### src/rtl/acc_alu_pkg.sv
`timescale 1ns/1ps
package acc_alu_pkg;

  typedef enum logic [2:0] {
    OP_ADD = 3'd0,
    OP_ADC = 3'd1,
    OP_SUB = 3'd2,
    OP_INC = 3'd3,
    OP_DEC = 3'd4,
    OP_AND = 3'd5,
    OP_OR  = 3'd6,
    OP_XOR = 3'd7
  } alu_op_e;

  typedef struct packed {
    logic sign;
    logic zero;
    logic aux;
    logic parity;
    logic carry;
  } flags_t;

  function automatic logic op_is_logic(alu_op_e op);
    return (op == OP_AND) || (op == OP_OR) || (op == OP_XOR);
  endfunction

  function automatic logic op_is_step(alu_op_e op);
    return (op == OP_INC) || (op == OP_DEC);
  endfunction

endpackage

### src/rtl/alu_arith.sv
`timescale 1ns/1ps
module alu_arith
  import acc_alu_pkg::*;
#(
  parameter int DATA_W = 8,
  parameter int NIB_W  = 4
) (
  input  logic [DATA_W-1:0] a_i,
  input  logic [DATA_W-1:0] b_i,
  input  alu_op_e           op_i,
  input  logic              carry_i,
  output logic [DATA_W-1:0] sum_o,
  output logic              carry_o,
  output logic              aux_o
);
  localparam int HI_W = DATA_W - NIB_W;

  logic [DATA_W-1:0] addend;
  logic              cin;
  logic              inv;   // subtract family: carries become borrows
  logic [NIB_W:0]    lo_sum;
  logic [HI_W:0]     hi_sum;

  always_comb begin
    addend = b_i;
    cin    = 1'b0;
    inv    = 1'b0;
    unique case (op_i)
      OP_ADD: ;
      OP_ADC: cin = carry_i;
      OP_SUB: begin addend = ~b_i; cin = 1'b1; inv = 1'b1; end
      OP_INC: begin addend = '0;   cin = 1'b1; end
      OP_DEC: begin addend = '1;   inv = 1'b1; end
      default: ;
    endcase
  end

  // Two slices so the nibble carry is a real node, not a recomputation
  always_comb begin
    lo_sum = {1'b0, a_i[NIB_W-1:0]} + {1'b0, addend[NIB_W-1:0]}
           + {{NIB_W{1'b0}}, cin};
    hi_sum = {1'b0, a_i[DATA_W-1:NIB_W]} + {1'b0, addend[DATA_W-1:NIB_W]}
           + {{HI_W{1'b0}}, lo_sum[NIB_W]};
  end

  assign sum_o   = {hi_sum[HI_W-1:0], lo_sum[NIB_W-1:0]};
  assign carry_o = hi_sum[HI_W] ^ inv;
  assign aux_o   = lo_sum[NIB_W] ^ inv;

endmodule

### src/rtl/alu_logic.sv
`timescale 1ns/1ps
module alu_logic
  import acc_alu_pkg::*;
#(
  parameter int DATA_W = 8
) (
  input  logic [DATA_W-1:0] a_i,
  input  logic [DATA_W-1:0] b_i,
  input  alu_op_e           op_i,
  output logic [DATA_W-1:0] res_o,
  output logic              aux_o
);
  always_comb begin
    res_o = '0;
    aux_o = 1'b0;
    unique case (op_i)
      OP_AND: begin res_o = a_i & b_i; aux_o = 1'b1; end
      OP_OR:  res_o = a_i | b_i;
      OP_XOR: res_o = a_i ^ b_i;
      default: ;
    endcase
  end
endmodule

### src/rtl/alu_flag_reg.sv
`timescale 1ns/1ps
module alu_flag_reg
  import acc_alu_pkg::*;
(
  input  logic    clk_i,
  input  logic    rst_ni,
  input  logic    we_i,
  input  alu_op_e op_i,
  input  flags_t  next_i,
  output flags_t  flags_o
);
  flags_t flags_q;

  always_ff @(posedge clk_i or negedge rst_ni) begin
    if (!rst_ni) begin
      flags_q <= '0;
    end else if (we_i) begin
      flags_q <= next_i;
      if (op_is_step(op_i)) flags_q.carry <= flags_q.carry;
    end
  end

  assign flags_o = flags_q;


  hold_when_idle_chk: assert property (@(posedge clk_i) disable iff (!rst_ni)
    !we_i |=> $stable(flags_q));


  step_keeps_carry_chk: assert property (@(posedge clk_i) disable iff (!rst_ni)
    (we_i && op_is_step(op_i)) |=> (flags_q.carry == $past(flags_q.carry)));

endmodule

### src/rtl/acc_alu_flags.sv
`timescale 1ns/1ps
module acc_alu_flags
  import acc_alu_pkg::*;
#(
  parameter int DATA_W = 8,
  parameter int NIB_W  = 4
) (
  input  logic              clk_i,
  input  logic              rst_ni,
  input  logic [DATA_W-1:0] op_a_i,
  input  logic [DATA_W-1:0] op_b_i,
  input  logic [2:0]        op_sel_i,
  input  logic              flag_we_i,
  output logic [DATA_W-1:0] result_o,
  output logic              sign_o,
  output logic              zero_o,
  output logic              aux_carry_o,
  output logic              parity_o,
  output logic              carry_o
);
  alu_op_e           op;
  logic [DATA_W-1:0] arith_res, logic_res, res;
  logic              arith_cy, arith_ac, logic_ac;
  flags_t            flags_d, flags_q;

  assign op = alu_op_e'(op_sel_i);

  alu_arith #(.DATA_W(DATA_W), .NIB_W(NIB_W)) u_arith (
    .a_i     (op_a_i),
    .b_i     (op_b_i),
    .op_i    (op),
    .carry_i (flags_q.carry),
    .sum_o   (arith_res),
    .carry_o (arith_cy),
    .aux_o   (arith_ac)
  );

  alu_logic #(.DATA_W(DATA_W)) u_logic (
    .a_i   (op_a_i),
    .b_i   (op_b_i),
    .op_i  (op),
    .res_o (logic_res),
    .aux_o (logic_ac)
  );

  always_comb begin
    res            = op_is_logic(op) ? logic_res : arith_res;
    flags_d.sign   = res[DATA_W-1];
    flags_d.zero   = (res == '0);
    flags_d.parity = ~^res;
    flags_d.carry  = op_is_logic(op) ? 1'b0 : arith_cy;
    flags_d.aux    = op_is_logic(op) ? logic_ac : arith_ac;
  end

  alu_flag_reg u_flags (
    .clk_i   (clk_i),
    .rst_ni  (rst_ni),
    .we_i    (flag_we_i),
    .op_i    (op),
    .next_i  (flags_d),
    .flags_o (flags_q)
  );

  assign result_o    = res;
  assign sign_o      = flags_q.sign;
  assign zero_o      = flags_q.zero;
  assign aux_carry_o = flags_q.aux;
  assign parity_o    = flags_q.parity;
  assign carry_o     = flags_q.carry;


  sign_track_chk: assert property (@(posedge clk_i) disable iff (!rst_ni)
    flag_we_i |=> (sign_o == $past(result_o[DATA_W-1])));


  zero_track_chk: assert property (@(posedge clk_i) disable iff (!rst_ni)
    flag_we_i |=> (zero_o == ($past(result_o) == '0)));


  parity_even_chk: assert property (@(posedge clk_i) disable iff (!rst_ni)
    flag_we_i |=> (parity_o == ($countones($past(result_o)) % 2 == 0)));


  sub_borrow_chk: assert property (@(posedge clk_i) disable iff (!rst_ni)
    (flag_we_i && op_sel_i == 3'd2) |=> (carry_o == ($past(op_a_i) < $past(op_b_i))));


  logic_clears_carry_chk: assert property (@(posedge clk_i) disable iff (!rst_ni)
    (flag_we_i && op_sel_i >= 3'd5) |=> !carry_o);

endmodule

### config.mk
export PLATFORM = sky130hd
export DESIGN_NAME = acc_alu_flags
export DESIGN_NICKNAME = d
export VERILOG_FILES = /design/src/rtl/acc_alu_pkg.sv /design/src/rtl/alu_arith.sv /design/src/rtl/alu_logic.sv /design/src/rtl/alu_flag_reg.sv /design/src/rtl/acc_alu_flags.sv
export SDC_FILE = /design/constraint.sdc
export NUM_CORES = 1
export LEC_CHECK = 0
export BUFFER_PORTS_ARGS = -buffer_cell sky130_fd_sc_hd__buf_2
export CORE_MARGIN = 10
export CORE_UTILIZATION = 34
export DETAILED_ROUTE_END_ITERATION = 6
export PLACE_DENSITY = 0.6
export SLEW_MARGIN = 20
export SYNTH_ARGS = -nofsm -noshare
export SYNTH_HDL_FRONTEND = slang
export SYNTH_HIERARCHICAL = 1
export SYNTH_SLANG_ARGS = --single-unit
### constraint.sdc
create_clock -name clk_i -period 6.7 [get_ports clk_i]
set_input_delay 1.675 -clock clk_i [delete_from_list [all_inputs] [get_ports clk_i]]
set_output_delay 1.675 -clock clk_i [all_outputs]
set_load 0.01 [all_outputs]
# Yosys cells after proc, flatten, opt, wreduce, memory -nomap -nowiden
# Index checks and enable logic that the tools add are counted.
[classes]
addsub = 4
n_eq_ne = 7
muxes = 8
bitwise = 7
n_reduce_logical = 8
[op_table]
columns = ["op", "count"]
rows = [
  ["8-bit case mux with 3 select lines", 2],
  ["3-bit equality test (second input constant)", 4],
  ["4-bit by 4-bit adder with 5-bit output", 2],
  ["5-bit by 1-bit adder with 5-bit output", 2],
  ["8-bit AND", 1],
  ["8-bit logical NOT", 1],
  ["8-bit 2-to-1 mux", 1],
  ["8-bit NOT", 1],
  ["8-bit bitwise OR", 1],
  ["8-bit XNOR reduction", 1],
  ["8-bit XOR", 1],
  ["3-bit by 2-bit equality test with 1-bit output (second input constant)", 2],
  ["1-bit 2-to-1 mux", 4],
  ["2-bit OR reduction", 2],
  ["3-bit by 1-bit equality test with 1-bit output (second input constant)", 1],
  ["1-bit logical OR", 3],
  ["1-bit case mux with 2 select lines", 1],
  ["2-bit AND reduction", 1],
  ["1-bit XOR", 2],
  ["1-bit NOT", 1],
]
[word_totals]
ff_bits = 5
inputBits = 22
word_cells = 39

# Depth between registers and ports, before layout
[logic_depth]
depth_word = 7
depth_mapped = 18
ltp_nobuf = 17

# Modules after synthesis
# The synthesis kept the hierarchy.
[modules_own_cells]
columns = ["mod", "instances", "cells_per_inst", "area_each_um2", "seq_area_each_um2"]
rows = [
  ["alu_arith", 1, 54, 474.2, 0.0],
  ["alu_logic", 1, 57, 466.7, 0.0],
  ["acc_alu_flags", 1, 29, 321.6, 0.0],
  ["alu_flag_reg", 1, 18, 234.0, 125.1],
]

# Worst setup path after synthesis
# OpenSTA, ideal clock, no wires.
[synth_timing]
path_type = "input-to-output"
start = "input port op_sel_i[1]"
end = "output port result_o[5]"
t_arrival_ns = 4.205
required_time_ns = 5.025
setup_slack_ns = 0.820
path_stages = 11
n_path_buf = 0
path_cell_list = "a21oi_1 o22ai_1 fa_1 inv_1 fa_1 a21o_1 a21oi_2 fa_1 inv_1 fa_1 mux2_2"
[synth_between]
elab_chain_len = 6
word_cells_on_any_way = 18
[synth_lines]
columns = ["item", "line", "text"]
rows = [
  ["start: declaration", "acc_alu_flags.sv:12", "input logic [2:0] op_sel_i,"],
  ["3-bit equality test / 3-bit by 2-bit equality test with 1-bit output (equally long branches)", "alu_arith.sv:28", "unique case (op_i)"],
  ["8-bit case mux with 3 select lines / 2-bit OR reduction (equally long branches)", "--", ""],
  ["4-bit by 4-bit adder with 5-bit output / 1-bit case mux with 2 select lines (equally long branches)", "alu_arith.sv:40, alu_arith.sv:28", ""],
  ["5-bit by 1-bit adder with 5-bit output", "alu_arith.sv:41", "+ {{NIB_W{1'b0}}, cin};"],
  ["5-bit by 1-bit adder with 5-bit output *", "alu_arith.sv:43", "+ {{HI_W{1'b0}}, lo_sum[NIB_W]};"],
  ["named net arith_res[5]", "acc_alu_flags.sv:22", "logic [DATA_W-1:0] arith_res, logic_res, res;"],
  ["8-bit 2-to-1 mux *", "acc_alu_flags.sv:47", "res = op_is_logic(op) ? logic_res : arith_res;"],
  ["end: declaration", "acc_alu_flags.sv:14", "output logic [DATA_W-1:0] result_o,"],
]
# Mark *: on every way through the listed nets, which the timed path passes. The rest lies on a longest branch.

# Final worst setup path
[layout_timing]
start = "input port op_sel_i[1]"
end = "output port result_o[6]"
# Same word-level chain as after synthesis.

==> results.yml <==
run_status:
  outcome: "complete, no violations"
setup_path:
  crit_fanout: 9
  worst_r2r_path_depth: 15
  endpoint_kind: "output pin"
  r2r_start: "u_flags/flags_o[0]"
  crit-reg2reg-capture: "u_flags/flags_o[1]"
  arrival_ps: 4510
  startpoint_type: "input port"
  required_ps: 5030
  critical_path_class: "input port to output pin"
  reg2reg_slack_ps: 3030
synthesis:
  yosys_warnings: 6
  synth_nets: 210
  synthFlopType: "dfrtp_1"
  synthArstFlopShare_pct: 100.0
  syn-instance-count: 158
  synth_edf_count: 0
  synthTopCellsByArea: "ha_1, mux2i_1, dfrtp_1"
  ys_ff_latch: 5
  yosysSeqAreaShare_pct: 8.361
  yosysTopAreaCellShare_pct: 21.74
  postSynthAreaPerCell_um2: 9.471
  synth_top_area_cell: "ha_1"
  synth_area_um2: 1496
  synth_cell_types: 37
worst_hold_path:
  whs_path_depth: 1
  min_from: "u_flags/flags_o[3]"
  whs_endpoint: "u_flags/flags_o[3]"
  worstHoldPathType: "register to register"
place:
  port_buffers: 34
  dp_hpwl_um: 2868
  gp_congestion: 0.7676
  dp.cells: 242
power_and_ir_drop:
  clkPwrFrac_pct: 18.2
  p_leak_nw: 0.9485
  switching_share_pct: 39.68
  p_per_area_nw_per_um2: 172.6
  pwr-share-comb_pct: 67.5
  p_sw_mw: 0.1193
  peakVddDrop_v: 0.00005941
  seqPwrFrac_pct: 14.4
  power.internal_mw: 0.1813
routing:
  avgRoutedWirePerCell_um: 13.82
  first_pass_iters: 4
  viasPerCell: 4.890
  drtIter0Drc: 53
  ant_nets: 0
  route.vias.total: 1203
  routed_wl_um: 3399
  remaining_drc_errors: 0
clock_network:
  cts-resized-gates: 0
  h-tree-depth: 1
  cts_buffer_depth: 2
  path_clk_slew_ps: 30
  postCtsHoldBufs: 0
  cts_setup_buffers: 0
  cts_tree: "yes"
  cts_buffers: 3
  cts_root_buf: "clkbuf_8"
  clk_latency_ps: 220
  clock-sinks: 5
finish:
  final_common_cell: "buf_2"
  regArea_um2: 125.1
  syn2layout_area_growth_pct: 16.39
  fillers: 437
  diodes: 0
  multi_input_area_um2: 1227
  layout.nets: 247
  largest_reg_flops: 5
  layout_common_cells: "buf_2, ha_1, inv_1"
  drive_gt1_share_pct: 31.44
  stdcell_count: 246
timing:
  grt_setup_unrepaired: "no"
  relSlewSlack_pct: 56.20
  max_clock_freq_ghz: 0.1616
  finalSetupTns_ps: 0
  drv_slew: 0
  hold_violations: 0
  clock_skew_ps: 1.136
  fin_crit_ps: 6188
  finalCritPeriodShare_pct: 92.36
  tightest_slew_ps: 654.5
  setup_viol: 0
die:
  pin_count: 35
  rows: 24
  die_w_um: 86.34
  coreArea_um2: 4294
  start_util_pct: 34.85
  chipHeight_um: 86.34
  die-area_um2: 7455
global_routing:
  grt_pass1_vias: 1232
  grt_max_degree: 20
  antenna_found_initial: 0
  overflow: 0
  grt_pass1_wl_um: 5678
  track_usage_pct: 8.832
flow_run:
  maxCapViolCount: 0
==> final cells by class <==
type | instances | area share, %
inverter | 23 | 4.957
sequential | 5 | 7.184
tap | 52 | 3.736
clock buffer | 4 | 2.586
timing repair buffer | 37 | 11.06
multi-input combinational | 125 | 70.47
==> worst max-delay path by stage <==
stage,startpoint,to,slack (ps),cells past startpoint
final,op_sel_i[1],result_o[6],510,14
after global routing,op_sel_i[1],result_o[6],310,14
after CTS,op_sel_i[1],result_o[6],500,14
after detailed placement,op_sel_i[1],result_o[6],510,14
after global placement,op_sel_i[0],result_o[5],590,13
after floorplan,op_sel_i[1],result_o[5],820,11
==> metrics by stage <==
stage / setup slack, ps / util (%) / area (µm²) / power (mW) / hold slack, ps
CTS: 504.8 / 40.56 / 1742 / 0.3058 / 478.2
global placement: 586.3 / 39.51 / 1697 / 0.2465 / 465.2
floorplan: 819.9 / - / 1496 / 0.1907 / 528.8
finish: 512.1 / 40.56 / 1742 / 0.3006 / 474.8
global route: 313.0 / 40.56 / 1742 / 0.3313 / 496.9
detailed placement: 506.0 / 39.51 / 1697 / 0.2488 / 470.6
==> power groups by stage <==
stage	clock [mW]	combinational, mW	sequential (mW)
after global routing	0.0579	0.229	0.0446
after global placement	0	0.203	0.0436
after detailed placement	0	0.205	0.0438
final	0.0546	0.203	0.0432
after CTS	0.0563	0.206	0.0434
after floorplan	0	0.143	0.0475
==> logic make-up after synthesis <==
kind of cell / after synthesis / synth area share, %
AOI/OAI and AO/OA: 31 / 15.30
xor gates and xnor gates: 18 / 10.54
adders and majority gates: 30 / 27.09
buffers and inverters: 28 / 9.615
DFF: 5 / 8.361
muxes: 29 / 20.74
and+or+nand+nor: 17 / 8.363
==> routing by layer <==
| metal | global-route usage, % | wire [µm] |
|---|---|---|
| met5 | 0 | 0 |
| met4 | 1.325 | 0 |
| met3 | 1.782 | 150 |
| met2 | 14.77 | 1628 |
| met1 | 11.55 | 1620 |
==> critical path, cell delays in order <==
cell	delay (ps)
buf_2	230
a21oi_1	140
o22ai_1	210
fa_1	220
inv_1	50
fa_1	390
a21o_1	180
a21oi_2	190
fa_1	190
inv_1	60
fa_1	390
xor2_1	170
mux2_2	270
buf_2	140
==> cells in the mapped netlist, types with 2 or more instances <==
cell type / number
o21ai_0: 3
o32ai_1: 6
a21oi_1: 7
mux2i_1: 16
buf_4: 2
nor2b_2: 2
xnor2_1: 7
o22ai_1: 2
nand2_1: 2
dfrtp_1: 5
xor2_1: 11
or3b_1: 2
a21o_1: 3
ha_1: 26
mux2_2: 11
o22a_1: 6
buf_6: 2
inv_1: 23
fa_1: 4
Note: power is estimated with default switching activity, not from simulation.
